`config.mk`:
```
export PLATFORM = sky130hd
export DESIGN_NAME = endian_lane_swapper
export DESIGN_NICKNAME = d
export VERILOG_FILES = /design/src/rtl/bswap_pkg.sv /design/src/rtl/lane_mask_decode.sv /design/src/rtl/byte_xor_network.sv /design/src/rtl/hold_stage.sv /design/src/rtl/endian_lane_swapper.sv
export SDC_FILE = /design/constraint.sdc
export NUM_CORES = 1
export LEC_CHECK = 0
export ABC_AREA = 1
export ABC_CLOCK_PERIOD_IN_PS = 10100
export BUFFER_PORTS_ARGS = -buffer_cell sky130_fd_sc_hd__buf_2
export CAP_MARGIN = 15
export CORE_ASPECT_RATIO = 0.5
export CORE_UTILIZATION = 45
export CTS_CLUSTER_SIZE = 28
export DETAILED_ROUTE_END_ITERATION = 8
export PLACE_DENSITY = 0.72
export SLEW_MARGIN = 5
export SYNTH_ARGS = -nofsm -noshare
export SYNTH_HDL_FRONTEND = slang
export SYNTH_SLANG_ARGS = --single-unit
```
`constraint.sdc`:
```
create_clock -name clk -period 10.1 [get_ports clk]
set_clock_uncertainty 0.2 [all_clocks]
set_input_delay 2.02 -clock clk [delete_from_list [all_inputs] [get_ports clk]]
set_output_delay 2.02 -clock clk [all_outputs]
set_load 0.05 [all_outputs]
```
`src/rtl/bswap_pkg.sv`:
```
package bswap_pkg;

    typedef enum logic [1:0] {
        ELEM_B8  = 2'b00,
        ELEM_B16 = 2'b01,
        ELEM_B32 = 2'b10,
        ELEM_B64 = 2'b11
    } elem_size_e;

    typedef enum logic {
        ST_EMPTY = 1'b0,
        ST_FULL  = 1'b1
    } stage_state_e;

    // Element width in bytes, clipped to the word width.
    function automatic int unsigned elem_bytes(elem_size_e sz, int unsigned word_bytes);
        int unsigned w;
        w = 32'd1 << sz;
        return (w > word_bytes) ? word_bytes : w;
    endfunction

endpackage

```
`src/rtl/lane_mask_decode.sv`:
```
module lane_mask_decode
    import bswap_pkg::*;
#(
    parameter int unsigned DATA_BYTES = 8,
    localparam int unsigned IDX_W = $clog2(DATA_BYTES)
) (
    input  elem_size_e         size_code,
    input  logic               big_endian,
    output logic [IDX_W-1:0]   xor_mask
);

    logic [IDX_W-1:0] lane_span;

    always_comb begin
        lane_span = IDX_W'(elem_bytes(size_code, DATA_BYTES) - 1);
        xor_mask  = big_endian ? lane_span : '0;
    end

endmodule

```
`src/rtl/byte_xor_network.sv`:
```
module byte_xor_network #(
    parameter int unsigned DATA_BYTES = 8,
    localparam int unsigned IDX_W = $clog2(DATA_BYTES),
    localparam int unsigned WIDTH = DATA_BYTES * 8
) (
    input  logic [WIDTH-1:0]  word_in,
    input  logic [IDX_W-1:0]  xor_mask,
    output logic [WIDTH-1:0]  word_out
);

    logic [7:0] in_bytes [DATA_BYTES];

    for (genvar b = 0; b < DATA_BYTES; b++) begin : g_split
        assign in_bytes[b] = word_in[b*8 +: 8];
    end

    for (genvar o = 0; o < DATA_BYTES; o++) begin : g_lane
        logic [IDX_W-1:0] src_idx;
        assign src_idx = IDX_W'(o) ^ xor_mask;
        assign word_out[o*8 +: 8] = in_bytes[src_idx];
    end

endmodule

```
`src/rtl/hold_stage.sv`:
```
module hold_stage
    import bswap_pkg::*;
#(
    parameter int unsigned WIDTH   = 64,
    parameter bit          REG_OUT = 1'b1
) (
    input  logic             clk,
    input  logic             rst_n,
    input  logic             up_valid,
    output logic             up_ready,
    input  logic [WIDTH-1:0] up_data,
    output logic             dn_valid,
    input  logic             dn_ready,
    output logic [WIDTH-1:0] dn_data
);

    if (REG_OUT) begin : g_reg
        stage_state_e     state_q, state_d;
        logic [WIDTH-1:0] data_q;
        logic             take;

        // state register
        always_ff @(posedge clk) begin
            if (!rst_n) begin
                state_q <= ST_EMPTY;
            end else begin
                state_q <= state_d;
            end
        end

        // next state and handshake outputs
        always_comb begin
            state_d  = state_q;
            up_ready = 1'b0;
            dn_valid = 1'b0;
            unique case (state_q)
                ST_EMPTY: begin
                    up_ready = 1'b1;
                    if (up_valid) begin
                        state_d = ST_FULL;          // load
                    end
                end
                ST_FULL: begin
                    dn_valid = 1'b1;
                    up_ready = dn_ready;
                    if (dn_ready && !up_valid) begin
                        state_d = ST_EMPTY;         // drain
                    end                             // else replace or stall
                end
                default: state_d = ST_EMPTY;
            endcase
        end

        assign take = up_valid && up_ready;

        always_ff @(posedge clk) begin
            if (take) begin
                data_q <= up_data;
            end
        end

        assign dn_data = data_q;
    end else begin : g_pass
        assign dn_valid = up_valid;
        assign up_ready = dn_ready;
        assign dn_data  = up_data;
    end

endmodule

```
`src/rtl/endian_lane_swapper.sv`:
```
module endian_lane_swapper
    import bswap_pkg::*;
#(
    parameter int unsigned DATA_BYTES = 8,
    parameter bit          REG_OUT    = 1'b1,
    localparam int unsigned WIDTH = DATA_BYTES * 8,
    localparam int unsigned IDX_W = $clog2(DATA_BYTES)
) (
    input  logic             clk,
    input  logic             rst_n,
    input  logic             in_valid,
    output logic             in_ready,
    input  logic [63:0]      in_data,
    input  logic [1:0]       in_size,
    input  logic             in_big_endian,
    output logic             out_valid,
    input  logic             out_ready,
    output logic [63:0]      out_data
);

    logic [IDX_W-1:0] lane_mask;
    logic [WIDTH-1:0] swapped;
    logic [WIDTH-1:0] word_in;
    logic [WIDTH-1:0] word_out;

    assign word_in  = WIDTH'(in_data);
    assign out_data = 64'(word_out);

    lane_mask_decode #(.DATA_BYTES(DATA_BYTES)) u_decode (
        .size_code  (elem_size_e'(in_size)),
        .big_endian (in_big_endian),
        .xor_mask   (lane_mask)
    );

    byte_xor_network #(.DATA_BYTES(DATA_BYTES)) u_net (
        .word_in  (word_in),
        .xor_mask (lane_mask),
        .word_out (swapped)
    );

    hold_stage #(.WIDTH(WIDTH), .REG_OUT(REG_OUT)) u_stage (
        .clk      (clk),
        .rst_n    (rst_n),
        .up_valid (in_valid),
        .up_ready (in_ready),
        .up_data  (swapped),
        .dn_valid (out_valid),
        .dn_ready (out_ready),
        .dn_data  (word_out)
    );

endmodule

```
Word level (Yosys, flattened, before mapping) --
Index checks and enable logic that the tools add are counted. W data, S select, Z words.
Word-level totals: register bits after elaboration 65, output and inout bits 66, word-level logic and storage cells 63
Cells by class: $add $sub $neg 1, order comparisons 9, shift-type cells 1, multiplexer cells 31, bitwise gates (word level) 16, reduce and logical (&&, ||, !) cells 3
Operators with widths (count):
- $bmux W8 S3 | 8
- $mux W8 | 16
- $ge A4 B4 Y1 const B | 8
- $gt A32 B4 Y1 const B | 1
- $not A3 Y4 | 8
- $shl A1 B2 Y32 const A | 1
- $mux W3 | 2
- $not A2 Y2 | 3
- $not A1 Y1 | 4
- $pmux W1 S2 | 2
- $mux W1 | 3
- $not A3 Y3 | 1
- $sub A3 B1 Y3 const B | 1
- $logic_and A1 B1 Y1 | 2
- $logic_not A1 Y1 | 1

Logic depth before layout (Yosys ltp) --
Gate-level depths: netlist of the first run.
depth in word-level cells 10, gate-level depth with buffers 9, mapped depth without buffers 7

Cells and area by module --
A second synthesis of the first run with hierarchy kept.
Second synthesis, totals: cell total of the unflattened synthesis 567, area, all modules 4266.6 µm²
By module, submodules not included:
- byte_xor_network | instances 1, cells an instance 490, area each 2265.9 µm², seq. area each 0.0 µm²
- hold_stage | instances 1, cells an instance 71, area each 1973.1 µm², seq. area each 1941.9 µm²
- lane_mask_decode | instances 1, cells an instance 6, area each 27.5 µm², seq. area each 0.0 µm²

Least setup slack after synthesis of the first run --
Ideal clock, no wire load.
kind input to register, start point input in_valid, end point register u_stage.g_reg.data_q[0], in the netlist u_stage.dn_data[0], enable pin, setup time 0.507 ns, arrival time 5.165 ns, slack 4.228 ns, cell stages on the path 2, path through inv_1 a21oi_1
Between the ends: longest elaborated chain between the ends 1
RTL lines:
- from (decl) | RTL line endian_lane_swapper.sv:11 | input logic in_valid,
- $logic_and A1 B1 Y1 | RTL line hold_stage.sv:54 | assign take = up_valid && up_ready;
- net u_stage.g_reg.take | RTL line hold_stage.sv:20 | logic take;
- to (signal assigned) | RTL line hold_stage.sv:58 | data_q <= up_data;
- to (decl) | RTL line hold_stage.sv:19 | logic [WIDTH-1:0] data_q;
The timed path passes the listed nets, and every way through them passes these cells. A chain may end at the register's enable or synchronous reset.

Worst setup path after layout of the first run --
start point input in_big_endian, end point register u_stage.g_reg.data_q[26], in the netlist u_stage.dn_data[26], data pin
Between the ends: longest elaborated chain between the ends 6
RTL lines:
- from (decl) | RTL line endian_lane_swapper.sv:15 | input logic in_big_endian,
- $mux W3 (*) | RTL line lane_mask_decode.sv:16 | xor_mask = big_endian ? lane_span : '0;
- $not A2 Y2 (no line)
- $not A3 Y4 (implied by the code) (*) | RTL line byte_xor_network.sv:20 | assign word_out[o*8 +: 8] = in_bytes[src_idx];
- $bmux W8 S3 (*) | RTL line byte_xor_network.sv:20
- $mux W8 (implied by the code) (*) (2 in series) | RTL line byte_xor_network.sv:20
- net swapped[26] | RTL line endian_lane_swapper.sv:22 | logic [WIDTH-1:0] swapped;
Mark *: on every way through the listed nets, which the timed path passes. The rest lies on a longest branch. The select of a mux whose other input is x is not followed.

==> metrics.cfg, run 1 <==
[run_status]
status=finished, final reports clean

[timing]
slew_headroom_pct=28.2
fin_setup_tns_ps=0
min_period_ps=4870
worst_slack_ps=5230
worst_pin_slew_ps=1070
finalCritPeriodShare_pct=48.2
slew_viol_final=0
setup_viol=0
clock.fmax_mhz=205
final-hold-violation-count=0
rsz0062_at_grt=no

[synthesis]
ys_seq_area_share_pct=44.1
synth_top_family_by_area=simple AND/OR/NAND/NOR gates
netlist_instances=642
synthXorXnorAreaFrac_pct=0
yosys_warnings=0
yosys.area_share.simple_pct=38.1
syn_area_um2=4410
synth_fa_ha_area_share_pct=0
synth_area_per_cell_um2=6.87
ys_seq_elements=65
muxShareOfSynthArea_pct=0
ys_types=23
synth-compound-area-share_pct=6.19
mappedNetlistNets=713

[finish]
layout_commonest_cell=nand2_1
design_area_um2=5380
drive_gt1_share_pct=21.2
syn_to_final_growth_pct=22.1
diodes=0
final_cells=891
nets=822
final_util_pct=56.8
final_cell_mix=189 x nand2_1, 136 x buf_2, 114 x nor2_1

[cts]
h-tree-depth=3
cts_buffers=9
clockBufferDepth=2
cts.sinks=65
hold_buffers=0
post_cts_buffers=0
clkSlewWorstSetupHoldPaths_ps=60
cts_tree=yes
cts_resized=0
clockRootBuffer=clkbuf_16
clk_latency_ps=330

[die]
num_rows=25
dieArea_um2=10200
die_h_um=72.0
start_util_pct=46.5
core_area_um2=9480
die_x_um=142
io_pins=137

[worst_setup_path]
crit_fanout=104
critical_path_class=in -> reg
cp_data_required_time_ps=9990
critPathCaptureType=flop
crit_arrival_ps=4760
start_kind=input pin

[routing]
drc=0
first_iter_violations=581
routed_wl_mm=12.5
dr.pass1.iters=5
antenna_left=0
via_count=4636
drt-vias-per-instance=5.20
wire_per_inst_um=14.0

[grt]
antenna_found_initial=0
grt_pass1_vias=3984
grt_max_degree=105
track_usage_pct=25.0
grt_overflow=0
grt_pass1_wl_mm=19.7

[pwr]
cellLeakagePower_uw=0.00285
vdd_drop_max_mv=0.0959
p_per_area_nw_per_um2=161

[place]
place_congestion=0.850
port-buffer-count=136
pre_cts_slack_ps=4950
placed_cell_area_um2=5100
dp_cells=875
hpwl_mm=8.03

[flow_run]
maxCapViolCount=0

[min_path]
hold_path.class=reg -> reg

per-layer routing:
| layer | global-route usage (%) | up-vias | share of wire (%) |
|---|---|---|---|
| met1 | 35.5 | 2116 | 46 |
| met3 | 6.60 | 19 | 9.6 |
| met5 | 0 | - | 0 |
| li1 | - | 2277 | - |
| met4 | 7.17 | 0 | 1.3 |
| met2 | 37.7 | 224 | 43 |
worst paths after layout:
path | start | to | slack (ps) | cells past startpoint
max reg2reg | u_stage.g_reg.state_q | u_stage.dn_data[31] | 8360 | 2
max | in_big_endian | u_stage.dn_data[26] | 5230 | 6
min | u_stage.g_reg.state_q | u_stage.g_reg.state_q | 360 | 2
min reg2reg | u_stage.g_reg.state_q | u_stage.g_reg.state_q | 360 | 2
cell type report:
type / count / area (µm²)
multi-input cells: 451 / 1970
clock inverters: 3 / 15.0
inverters: 86 / 323
flip-flops and latches: 65 / 1940
clock buffers: 13 / 270
repair buffers: 138 / 696
well taps: 135 / 169
fillers: 932 / 4090
metrics by stage:
step                hold WS [ps]  power, µW
detailed placement           353        567
floorplan                    907        508
global route                 378        902
CTS                          360        867
global placement             328        565
finish                       361        865
where the power goes:
part	switching, µW	leakage, µW	total (µW)	internal (µW)
clock	116	0.000145	301	185
combinational	173	0.00208	230	56.7
sequential	6.61	0.000628	335	328
sequential cells by signal, summed over array words and instances (netlist names):
signal / cells
u_stage.g_reg.state_q: 1
u_stage.dn_data: 64
logic make-up (layout without fill, tap and decap cells):
group                  Yosys count  count (layout)
flip-flops                      65              65
AO/OA/AOI/OAI                   46              46
buffers and inverters          126             240
AND/OR/NAND/NOR                405             405
critical path: stages:
cell and delay, ps:
buf_2 370, nand2_4 640, inv_2 500, nand2_1 690
o21ai_0 430, nor2_1 90
synth_stat cells:
library cell | n | share of area (%)
nand2_1 | 189 | 16
nor2_1 | 114 | 9.7
inv_1 | 83 | 7.1
nand3_1 | 75 | 8.5
edfxtp_1 | 64 | 44
buf_2 | 23 | 2.6
o21ai_0 | 20 | 2.3
nand4_1 | 19 | 2.7
o211ai_1 | 14 | 2.4
clkbuf_1 | 13 | 1.1
a21oi_1 | 8 | 0.91
nor3_1 | 5 | 0.57
inv_2 | 3 | 0.26
a21boi_0 | 2 | 0.34
buf_1 | 2 | 0.17
buf_4 | 1 | 0.17
buf_6 | 1 | 0.26
dfxtp_1 | 1 | 0.45
nand2_2 | 1 | 0.14
nand2_4 | 1 | 0.26
nor2_2 | 1 | 0.14
o21ai_1 | 1 | 0.11
o31ai_1 | 1 | 0.17
Power figures use the tool's default switching activity.
==> run 2: changes to the inputs <==
Settings changed: ABC_CLOCK_PERIOD_IN_PS 10100 to 4700.
Clock period 10.1 ns to 4.7 ns, I/O delays scaled along.
==> run 2 against run 1 <==
Power grew 130%. Sequential share of layout area shrank 0.40 points. Critical path depth is the same. Combinational power grew 120%. Die area is the same. Register-to-register slack lost 5400 ps. Cell count grew 0.22%. Clock-buffer cell count shrank 2. Flip-flop and latch count is the same. First-iteration DRC count shrank 1.9%. Critical endpoint is now u_stage.dn_data[30].
==> metrics.cfg, run 2 (synthesis gave the netlist of run 1 again) <==
[finish]
fillCellCount=951  ; was 932
drive_gt1_share_pct=21.5  ; was 21.2%
largest_reg_flops=64  ; unchanged
layout_commonest_cell=nand2_1  ; unchanged
final_util_pct=57.4  ; was 56.8%
nets=824  ; was 822
final_cell_mix=189 x nand2_1, 136 x buf_2, 114 x nor2_1  ; unchanged
syn_to_final_growth_pct=23.5  ; was 22.1%
diodes=0  ; unchanged

[routing]
via_count=4586  ; was 4636
wire_per_inst_um=13.8  ; was 14.0 µm
drc=0  ; unchanged
routed_wl_mm=12.3  ; was 12.5 mm
dr.pass1.iters=6  ; was 5
drt-vias-per-instance=5.14  ; was 5.20
first_iter_violations=570  ; was 581
antenna_left=0  ; unchanged

[die]
core_area_um2=9480  ; unchanged
die_h_um=72.0  ; unchanged
io_pins=137  ; unchanged
num_rows=25  ; unchanged
start_util_pct=46.5  ; unchanged
dieArea_um2=10200  ; unchanged
die_x_um=142  ; unchanged

[worst_setup_path]
r2r_setup_slack_ps=2940  ; was 8360 ps
crit_fanout=48  ; was 104
crit_buf_inv=2  ; unchanged
critical_path_class=in -> reg  ; unchanged
r2r_cells=2  ; unchanged
crit_chain=buf_2, nand2_4, inv_2, nand2_1, o21ai_0, nor2_1  ; unchanged
crit_arrival_ps=3180  ; was 4760 ps
crit_path_start=in_big_endian  ; unchanged
worstReg2RegStart=u_stage.g_reg.state_q  ; unchanged
timing.rr.end=u_stage.dn_data[23]  ; was u_stage.dn_data[31]
cp_data_required_time_ps=4580  ; was 9990 ps
cp_num_cells=6  ; unchanged
critPathTopFamily=simple AND/OR/NAND/NOR gates  ; unchanged
critPathCaptureType=flop  ; unchanged
start_kind=input pin  ; unchanged
cp-endpoint=u_stage.dn_data[30]  ; was u_stage.dn_data[26]
slowest_stage=nand2_1  ; unchanged
critPathMaxStageDelay_ps=640  ; was 690 ps

[cts]
cts_resized=0  ; unchanged
clockBufferDepth=2  ; unchanged
hold_buffers=0  ; unchanged
clkSlewWorstSetupHoldPaths_ps=50  ; was 60 ps
cts_tree=yes  ; unchanged
clockRootBuffer=clkbuf_16  ; unchanged
h-tree-depth=3  ; unchanged
clk_latency_ps=340  ; was 330 ps
post_cts_buffers=0  ; unchanged
cts_buffers=9  ; unchanged
cts.sinks=65  ; unchanged

[timing]
fin_setup_tns_ps=0  ; unchanged
min_period_ps=3290
final-hold-violation-count=0  ; unchanged
clock.fmax_mhz=304
setup_viol=0  ; unchanged
finalCritPeriodShare_pct=70.1
slew_viol_final=0  ; unchanged
rsz0062_at_grt=no  ; unchanged
slew_headroom_pct=24.6  ; was 28.2%
worst_pin_slew_ps=1130  ; was 1070 ps

[grt]
grt_overflow=0  ; unchanged
grt_max_degree=82  ; was 105
track_usage_pct=24.8  ; was 25.0%
grt_pass1_vias=4016  ; was 3984
antenna_found_initial=0  ; unchanged
grt_pass1_wl_mm=19.6  ; was 19.7 mm

[place]
place_congestion=0.879  ; was 0.850
port-buffer-count=136  ; unchanged
hpwl_mm=8.13  ; was 8.03 mm

[flow_run]
maxCapViolCount=0  ; unchanged

[min_path]
hold_path.class=reg -> reg  ; unchanged

[pwr]
vdd_drop_max_mv=0.192  ; was 0.0959 mV
cellLeakagePower_uw=0.00287  ; was 0.00285 µW
p_per_area_nw_per_um2=359  ; was 161 nW/µm²

[run_status]
status=finished, final reports clean  ; unchanged

run 2: cell types whose count changed in the layout (fill, tap and decap cells not counted), sizes merged:
cell,before,now
bufinv,0,2
buf,138,140
clkinv,3,2
clkbuf,13,11
clkinvlp,0,1
run 2: power breakdown:
part / internal (µW) / total (µW) / switching (µW)
clock: 491 / 741 / 250
sequential: 704 / 717 / 12.4
combinational: 123 / 497 / 374
total: 1320 / 1950 / 637
run 2: worst min-delay path, cell delays in order (launching register included):
cell and delay, ps:
dfxtp_1 340, nand2_1 90, a21boi_0 80
run 2: cell type report:
class	instances	area, µm²	share of cell area (%)
multi-input cells	451	1970	36.2
flip-flops and latches	65	1940	35.7
repair buffers	140	711	13.1
inverters	86	323	5.93
clock buffers	11	253	4.64
well taps	135	169	3.10
clock inverters	5	77.6	1.42
run 2: how the worst min path moves through the flow:
stage | from | endpoint | slack [ps] | cells after the start
3_5_place_dp | u_stage.g_reg.state_q | u_stage.g_reg.state_q | 360 | 2
2_1_floorplan | rst_n | u_stage.g_reg.state_q | 890 | 1
5_1_grt | u_stage.g_reg.state_q | u_stage.g_reg.state_q | 410 | 2
4_1_cts | u_stage.g_reg.state_q | u_stage.g_reg.state_q | 370 | 2
3_3_place_gp | u_stage.g_reg.state_q | u_stage.g_reg.state_q | 330 | 2
6_report | u_stage.g_reg.state_q | u_stage.g_reg.state_q | 360 | 2
run 2: routing by layer:
metal	part of all wire [%]	GRT usage (%)	up-vias
li1	-	-	2277
met1	46	34.8	2086
met2	44	38.7	203
met3	9.5	5.81	20
met4	1.2	7.17	0
met5	0	0	-
run 2: through the flow:
| step | area, µm² | instances | power, µW | setup slack (ps) | hold WS, ps |
|---|---|---|---|---|---|
| after floorplan | 4410 | 642 | 1090 | 1210 | 894 |
| after global placement | 5110 | 877 | 1210 | 1190 | 334 |
| after detailed placement | 5110 | 877 | 1220 | 1080 | 364 |
| after CTS | 5440 | 893 | 1970 | 1450 | 368 |
| after global routing | 5440 | 893 | 2040 | 1150 | 414 |
| final | 5440 | 893 | 1950 | 1410 | 358 |
